$ cat config.mk
export PLATFORM = sky130hd
export DESIGN_NAME = micro_ctrl_seq
export DESIGN_NICKNAME = d
export VERILOG_FILES = /design/src/rtl/mcs_pkg.sv /design/src/rtl/mcs_store.sv /design/src/rtl/mcs_next_addr.sv /design/src/rtl/micro_ctrl_seq.sv
export SDC_FILE = /design/constraint.sdc
export NUM_CORES = 1
export LEC_CHECK = 0
export CAP_MARGIN = 20
export CORE_MARGIN = 3
export CORE_UTILIZATION = 35
export DETAILED_ROUTE_END_ITERATION = 10
export PLACE_DENSITY_LB_ADDON = 0.3
export REMOVE_ABC_BUFFERS = 1
export SLEW_MARGIN = 20
export SYNTH_ARGS = -nofsm -noshare
export SYNTH_HDL_FRONTEND = slang
export SYNTH_SLANG_ARGS = --single-unit
$ cat constraint.sdc
create_clock -name clk -period 3.2 [get_ports clk]
set_input_delay 0.96 -clock clk [delete_from_list [all_inputs] [get_ports clk]]
set_output_delay 0.96 -clock clk [all_outputs]
set_load 0.01 [all_outputs]
$ cat src/rtl/mcs_pkg.sv
package mcs_pkg;

   localparam int SIG_W = 10;

   // strobe bit positions, MSB first
   localparam int B_PC_B1  = 9;
   localparam int B_ONE_B2 = 8;
   localparam int B_MBR_B2 = 7;
   localparam int B_PASS1  = 6;
   localparam int B_ADD    = 5;
   localparam int B_PASS2  = 4;
   localparam int B_B3_PC  = 3;
   localparam int B_B3_IR  = 2;
   localparam int B_B3_MAR = 1;
   localparam int B_READ   = 0;

   typedef enum logic [1:0] {
      SQ_INC  = 2'd0,
      SQ_DISP = 2'd1,
      SQ_RET  = 2'd2,
      SQ_TSTZ = 2'd3
   } seq_e;

   typedef struct packed {
      seq_e              seq;
      logic [SIG_W-1:0]  sig;
   } uword_t;

   // named control words
   localparam logic [SIG_W-1:0] W_FETCH0 = 10'h243;
   localparam logic [SIG_W-1:0] W_FETCH1 = 10'h328;
   localparam logic [SIG_W-1:0] W_FETCH2 = 10'h094;
   localparam logic [SIG_W-1:0] W_JUMP   = 10'h098;
   localparam logic [SIG_W-1:0] W_LDADR  = 10'h093;
   localparam logic [SIG_W-1:0] W_LDWAIT = 10'h001;
   localparam logic [SIG_W-1:0] W_IDLE   = 10'h000;

   // control-store layout
   localparam int A_FETCH0 = 0;
   localparam int A_FETCH1 = 1;
   localparam int A_FETCH2 = 2;
   localparam int A_NOP    = 3;
   localparam int A_JMP    = 4;
   localparam int A_LD0    = 5;
   localparam int A_LD1    = 6;
   localparam int A_BZ0    = 7;
   localparam int A_BZ1    = 8;
   localparam int A_UNDEF  = 9;
   localparam int A_LAST   = 9;

   // opcodes
   localparam int OP_NOP = 0;
   localparam int OP_JMP = 1;
   localparam int OP_LD  = 2;
   localparam int OP_BZ  = 3;

endpackage

$ cat src/rtl/mcs_store.sv
module mcs_store
   import mcs_pkg::*;
#(
   parameter int UADDR_W = 4
) (
   input  logic [UADDR_W-1:0] uaddr,
   output uword_t             word
);

   always_comb begin
      word = '{seq: SQ_RET, sig: W_IDLE};
      case (int'(uaddr))
         A_FETCH0: word = '{seq: SQ_INC,  sig: W_FETCH0};
         A_FETCH1: word = '{seq: SQ_INC,  sig: W_FETCH1};
         A_FETCH2: word = '{seq: SQ_DISP, sig: W_FETCH2};
         A_NOP:    word = '{seq: SQ_RET,  sig: W_IDLE};
         A_JMP:    word = '{seq: SQ_RET,  sig: W_JUMP};
         A_LD0:    word = '{seq: SQ_INC,  sig: W_LDADR};
         A_LD1:    word = '{seq: SQ_RET,  sig: W_LDWAIT};
         A_BZ0:    word = '{seq: SQ_TSTZ, sig: W_IDLE};
         A_BZ1:    word = '{seq: SQ_RET,  sig: W_JUMP};
         A_UNDEF:  word = '{seq: SQ_RET,  sig: W_IDLE};
         default:  word = '{seq: SQ_RET,  sig: W_IDLE};
      endcase
   end

endmodule

$ cat src/rtl/mcs_next_addr.sv
module mcs_next_addr
   import mcs_pkg::*;
#(
   parameter int UADDR_W = 4,
   parameter int OPC_W   = 4
) (
   input  seq_e               seq,
   input  logic [UADDR_W-1:0] uaddr,
   input  logic [OPC_W-1:0]   opcode,
   input  logic               zflag,
   output logic [UADDR_W-1:0] nxt
);

   logic [UADDR_W-1:0] disp_tgt;

   always_comb begin
      case (opcode)
         OPC_W'(OP_NOP): disp_tgt = UADDR_W'(A_NOP);
         OPC_W'(OP_JMP): disp_tgt = UADDR_W'(A_JMP);
         OPC_W'(OP_LD):  disp_tgt = UADDR_W'(A_LD0);
         OPC_W'(OP_BZ):  disp_tgt = UADDR_W'(A_BZ0);
         default:        disp_tgt = UADDR_W'(A_UNDEF);
      endcase
   end

   always_comb begin
      case (seq)
         SQ_INC:  nxt = uaddr + 1'b1;
         SQ_DISP: nxt = disp_tgt;
         SQ_TSTZ: nxt = zflag ? uaddr + 1'b1 : UADDR_W'(A_FETCH0);
         default: nxt = UADDR_W'(A_FETCH0);
      endcase
   end

endmodule

$ cat src/rtl/micro_ctrl_seq.sv
module micro_ctrl_seq
   import mcs_pkg::*;
#(
   parameter int UADDR_W   = 4,
   parameter int OPC_W     = 4,
   parameter int FLAG_W    = 4,
   parameter int ZFLAG_BIT = 0
) (
   input  logic              clk,
   input  logic              rst_n,
   input  logic [OPC_W-1:0]  opcode,
   input  logic [FLAG_W-1:0] flags,
   output logic [SIG_W-1:0]  ctrl
);

   localparam int STORE_DEPTH = 1 << UADDR_W;

   generate
      if (STORE_DEPTH <= A_LAST) begin : g_bad_depth
         $error("micro_ctrl_seq: UADDR_W too small for control store");
      end
      if (OPC_W < 2) begin : g_bad_opc
         $error("micro_ctrl_seq: OPC_W must be at least 2");
      end
      if (ZFLAG_BIT >= FLAG_W || ZFLAG_BIT < 0) begin : g_bad_flag
         $error("micro_ctrl_seq: ZFLAG_BIT outside flags");
      end
   endgenerate

   logic [UADDR_W-1:0] uaddr_q;
   logic [UADDR_W-1:0] uaddr_d;
   uword_t             rom_word;
   uword_t             ubuf_q;

   mcs_store #(.UADDR_W(UADDR_W)) store_i (
      .uaddr (uaddr_q),
      .word  (rom_word)
   );

   mcs_next_addr #(.UADDR_W(UADDR_W), .OPC_W(OPC_W)) seq_i (
      .seq    (rom_word.seq),
      .uaddr  (uaddr_q),
      .opcode (opcode),
      .zflag  (flags[ZFLAG_BIT]),
      .nxt    (uaddr_d)
   );

   always_ff @(posedge clk or negedge rst_n) begin
      if (!rst_n) begin
         uaddr_q <= UADDR_W'(A_FETCH0);
         ubuf_q  <= '{seq: SQ_INC, sig: W_IDLE};
      end else begin
         uaddr_q <= uaddr_d;
         ubuf_q  <= rom_word;
      end
   end

   assign ctrl = ubuf_q.sig;

   // strobes quiet while held in reset
   always @(posedge clk) begin
      if (!rst_n) a_r1_reset_quiet: assert (ctrl == W_IDLE);
   end

   // fetch words follow each other in order
   a_r2_fetch_step1: assert property (@(posedge clk) disable iff (!rst_n)
      ctrl == W_FETCH0 |=> ctrl == W_FETCH1);
   a_r2_fetch_step2: assert property (@(posedge clk) disable iff (!rst_n)
      ctrl == W_FETCH1 |=> ctrl == W_FETCH2);

   // jump dispatch and return
   a_r6_jump_dispatch: assert property (@(posedge clk) disable iff (!rst_n)
      (ctrl == W_FETCH2 && $past(opcode) == OPC_W'(OP_JMP)) |=> ctrl == W_JUMP);
   a_r6_jump_return: assert property (@(posedge clk) disable iff (!rst_n)
      ctrl == W_JUMP |=> ctrl == W_FETCH0);

   // jump-if-zero falls back to fetch when zero is clear
   a_r9_bz_not_taken: assert property (@(posedge clk) disable iff (!rst_n)
      (ctrl == W_FETCH2 && $past(opcode) == OPC_W'(OP_BZ) && !flags[ZFLAG_BIT])
      |=> (ctrl == W_IDLE) ##1 (ctrl == W_FETCH0));

   // undefined opcodes emit nothing and return
   a_r10_undef_clean: assert property (@(posedge clk) disable iff (!rst_n)
      (ctrl == W_FETCH2 && int'($past(opcode)) > OP_BZ)
      |=> (ctrl == W_IDLE) ##1 (ctrl == W_FETCH0));

endmodule

# [Yosys cells after proc, flatten, opt, wreduce, memory -nomap -nowiden]
# Memories as Yosys holds them, arrays and structs flattened.
# Index checks and enable logic that the tools add are counted.
[word_totals] inputBits=10 ff_bits=14 memories=1 rom_bits=192
[classes] n_eq_ne=5 n_addsub=1 n_mux=3 n_reduce_logical=2
[mem_list] memory="(no name shown)" words=16 word_bits=12 read_ports=1 rd_clocked_by_memory_dff=0 write_ports=0 line="mcs_store.sv:12" rtl="case (int'(uaddr))"
[ops] op="4-bit one-hot mux with 4 select lines" n=1
[ops] op="4-bit one-hot mux with 3 select lines" n=1
[ops] op="4-bit by 2-bit == test with 1-bit output, second input constant" n=2
[ops] op="4-bit by 1-bit adder with 4-bit output, second input constant" n=1
[ops] op="4-bit by 1-bit == test with 1-bit output, second input constant" n=1
[ops] op="4-bit zero test" n=1
[ops] op="4-bit two-way mux" n=1
[ops] op="2-bit by 1-bit == test with 1-bit output, second input constant" n=1
[ops] op="2-bit == test, second input constant" n=1
[ops] op="2-bit zero test" n=1

# [Depth between registers and ports, before layout]
[depth] ltp_word=3 ltp_mapped=6 mapped_depth_nobuf=6

# [Hierarchy]
# A second synthesis with hierarchy kept.
[unflattened] hier_cells=67 hier_area_um2=760.7
[by_module_without_submodules] mod="micro_ctrl_seq" cells_each=14 instances=1 area_each_um2=350.3
[by_module_without_submodules] mod="mcs_store" cells_each=32 instances=1 area_each_um2=251.5
[by_module_without_submodules] mod="mcs_next_addr" cells_each=21 instances=1 area_each_um2=158.9

# [Worst setup path before layout]
# No wires, ideal clock.
[synth_path] path_kind="input-to-reg" from="input port flags[0]" to="register uaddr_q[1]" arrival_ps=1509 stages=3 setup_slack_ps=1609 path_cell_list="nor2_1 -> a2111o_1 -> o22ai_1"
[synth_between] elab_chain_cells=2
[synth_lines] item="from (decl)" line="micro_ctrl_seq.sv:12" rtl="input logic [FLAG_W-1:0] flags,"
[synth_lines] item="4-bit two-way mux" line="mcs_next_addr.sv:30" rtl="SQ_TSTZ: nxt = zflag ? uaddr + 1'b1 : UADDR_W'(A_FETCH0);"
[synth_lines] item="4-bit one-hot mux with 3 select lines" line="mcs_next_addr.sv:27" rtl="case (seq)"
[synth_lines] item="named net seq_i.nxt[1]" line="mcs_next_addr.sv:11" rtl="output logic [UADDR_W-1:0] nxt"
[synth_lines] item="to (signal assigned)" line="micro_ctrl_seq.sv:50" rtl="uaddr_q <= UADDR_W'(A_FETCH0);"
[synth_lines] item="to (signal assigned)" line="micro_ctrl_seq.sv:53" rtl="uaddr_q <= uaddr_d;"
[synth_lines] item="to (decl)" line="micro_ctrl_seq.sv:30" rtl="logic [UADDR_W-1:0] uaddr_q;"
# The timed path passes the listed nets, and every way through them passes these cells.

==> impl_metrics.py <==
metrics = {
    "die": {
        "start_util_pct": 39.91,
        "chipHeight_um": 48.87,
        "core_area_um2": 1612,
        "chipWidth_um": 48.87,
        "floorplan.rows": 14,
        "die_area_um2": 2388,
        "io_pins": 20,
    },
    "critical_path": {
        "path_max_fanout": 2,
        "startpoint_type": "flip-flop",
        "max_stage_delay_ps": 530,
        "cpMaxStageDelayCell": "clkdlybuf4s50_1",
        "timing.critical_path.arrival_ps": 1150,
        "cp_data_required_time_ps": 2240,
        "critPathLaunch": "ctrl[8]$_DFF_PN0_",
        "worstPathBufferInverterCount": 1,
        "critical_path_class": "flip-flop to output port",
        "crit_path_end_kind": "output port",
        "critical-path-top-delay-family": "buffers and inverters",
        "crit_path_cell_trace": "clkdlybuf4s50_1",
        "worst_r2r_startpoint": "uaddr_q[0]$_DFF_PN0_",
    },
    "clocking": {
        "cts_tree": "done",
        "postCtsSetupBuffers": 0,
        "cts_max_level": 1,
        "cts-root-to-sink-buffers": 2,
        "cts-buffers-inserted": 3,
        "hold_buffers": 0,
        "clockRootBuffer": "clkbuf_4",
        "clk-insertion-delay-late_ps": 280,
        "clkSlewWorstSetupHoldPaths_ps": 80,
        "cts.sink_count": 12,
        "post_cts_resized": 0,
    },
    "power_and_ir_drop": {
        "vdd_drop_max_mv": 0.3709,
        "power-per-cell-area_nw_per_um2": 918.9,
        "leakagePower_nw": 0.3772,
    },
    "logic_synthesis": {
        "seq_area_frac_synth_pct": 46.69,
        "synth.distinct_cells": 26,
        "syn_area_um2": 643.1,
        "postSynthCellCount": 63,
        "postSynthRegisterBits": 12,
        "synthesis.area_per_instance_um2": 10.21,
        "ys_warn_count": 0,
    },
    "sta": {
        "fin_tns_setup_ps": 0,
        "skew_ps": 1.247,
        "timing.max_slew.rel_slack_pct": 65.25,
        "timing_worst_slew_pin_value_ps": 519.6,
        "unrepaired_setup_endpoints_after_global_routing": "false",
        "finalCriticalPeriod_ps": 2115,
        "setup_viol": 0,
        "fin_crit_sh_pct": 66.09,
        "setup_slack_ps": 1085,
        "hold_viol": 0,
        "final_max_slew_viol_count": 0,
        "max_freq_ghz": 0.4729,
    },
    "place": {
        "dpl-instance-area_um2": 799.5,
        "placed_cells": 99,
        "place.detailed.hpwl_um": 814.4,
        "gp_congestion": 0.8326,
        "port-buffer-count": 16,
        "pre_cts_ws_ps": 1061,
    },
    "global_routing": {
        "antenna_violations_before_repair": 0,
        "grt_pass1_vias": 430,
        "grt-ovfl-total": 0,
        "grt_max_degree": 15,
        "grt_util_all_layers_pct": 10.07,
        "grt_pass1_wl_mm": 1.849,
    },
    "routing": {
        "dr_total_vias": 476,
        "final_antenna_net_count": 0,
        "drt_iter0_drc": 1,
        "total_length_of_routed_wires_mm": 1.059,
        "vias_per_cell": 4.621,
        "route.detailed.wl_per_inst_um": 10.28,
        "drt_pass1_iterations": 3,
        "detail_route.drc_violations": 0,
    },
    "cells_and_area": {
        "post-route-cell-area_um2": 835.8,
        "n_antenna_cell": 0,
        "layout-area-overhead-vs-synth_pct": 29.96,
        "final-instance-count-excl-fill": 103,
        "most-common-layout-cells": "clkdlybuf4s50_1, dfrtp_1, nor2_1",
        "layout.cells.most_common": "clkdlybuf4s50_1",
        "finalNetCount": 94,
        "drive_above_1_share_pct": 11.39,
    },
    "worst_hold_path": {
        "hold_class": "flip-flop to flip-flop",
        "min_from": "uaddr_q[1]$_DFF_PN0_",
    },
    "status": {
        "status": "finished, final reports clean",
    },
    "run": {
        "max_capacitance_violation_count": 0,
    },
}
[synthesized netlist by cell type (all sizes together)]
| cell | number | area (um^2) |
|---|---|---|
| xnor2 | 1 | 8.760 |
| a41o | 1 | 10.01 |
| ha | 4 | 50.05 |
| a211o | 1 | 10.01 |
| nor3 | 1 | 5.000 |
| mux2i | 2 | 20.02 |
| xor2 | 2 | 17.52 |
| nand2b | 1 | 6.260 |
| inv | 3 | 11.26 |
| and2 | 4 | 26.28 |
| nor2 | 7 | 28.78 |
| dfrtp | 12 | 300.3 |
| a31oi | 1 | 6.260 |
| o22ai | 3 | 18.77 |
| a21boi | 1 | 7.510 |
| or2b | 1 | 8.760 |
| a21oi | 3 | 15.01 |
| buf | 4 | 33.78 |
| o21ai | 3 | 15.01 |
| and2b | 1 | 8.760 |
| nand2 | 5 | 18.77 |
| nand3 | 1 | 5.000 |
| a2111o | 1 | 11.26 |
[final timing paths]
path	to	slack [ps]	depth (start not counted)
max	ctrl[5]	1090	1
min	ctrl[9]$_DFF_PN0_	550	1
max reg2reg	uaddr_q[0]$_DFF_PN0_	1590	5
min reg2reg	ctrl[9]$_DFF_PN0_	550	1
max in group asynchronous	ctrl[9]$_DFF_PN0_	1830	1
min in group asynchronous	ctrl[2]$_DFF_PN0_	1020	1
[sequential cells by signal, indices dropped and copies added, names as in the netlist]
register / cells
uaddr_q: 4
ctrl: 8
[through the flow]
stage | utilization, % | total power [W] | hold slack (ps)
6_report | 51.86 | 0.0007680 | 552.6
3_5_place_dp | 49.61 | 0.0006554 | 542.8
2_1_floorplan | - | 0.0004896 | 483.5
3_3_place_gp | 49.61 | 0.0006499 | 535.7
5_1_grt | 51.86 | 0.0008385 | 608.5
4_1_cts | 51.86 | 0.0007784 | 553.1
[cell type report]
cell class	count	area, um^2
fillers	164	775.7
flip-flops and latches	12	300.3
multi-input cells	44	297.8
repair buffers	16	160.2
clock buffers	4	36.28
well taps	24	30.03
inverters	3	11.26
[kinds of logic after synthesis]
family,synth area share (%)
multiplexers,3.113
XOR/XNOR,4.086
AND/OR/NAND/NOR,16.73
adder cells (fa/ha/maj),7.782
buffers and inverters,7.003
flip-flops,46.69
AO/OA/AOI/OAI,14.59
[metal layers]
layer  part of all wire [%]  GRT usage, %  vias up
met5                      0             0        -
met1                     43         11.20      208
met2                     47         16.29       18
met4                    2.9         7.109        0
met3                    7.6         3.058        5
li1                       -             -      245
[power breakdown]
| part | switching [W] | internal (W) | total (W) |
|---|---|---|---|
| clock | 0.0000534 | 0.0000692 | 0.000123 |
| combinational | 0.000163 | 0.000210 | 0.000373 |
| sequential | 0.0000556 | 0.000217 | 0.000273 |
No activity file was read; power rests on OpenSTA's default activity.
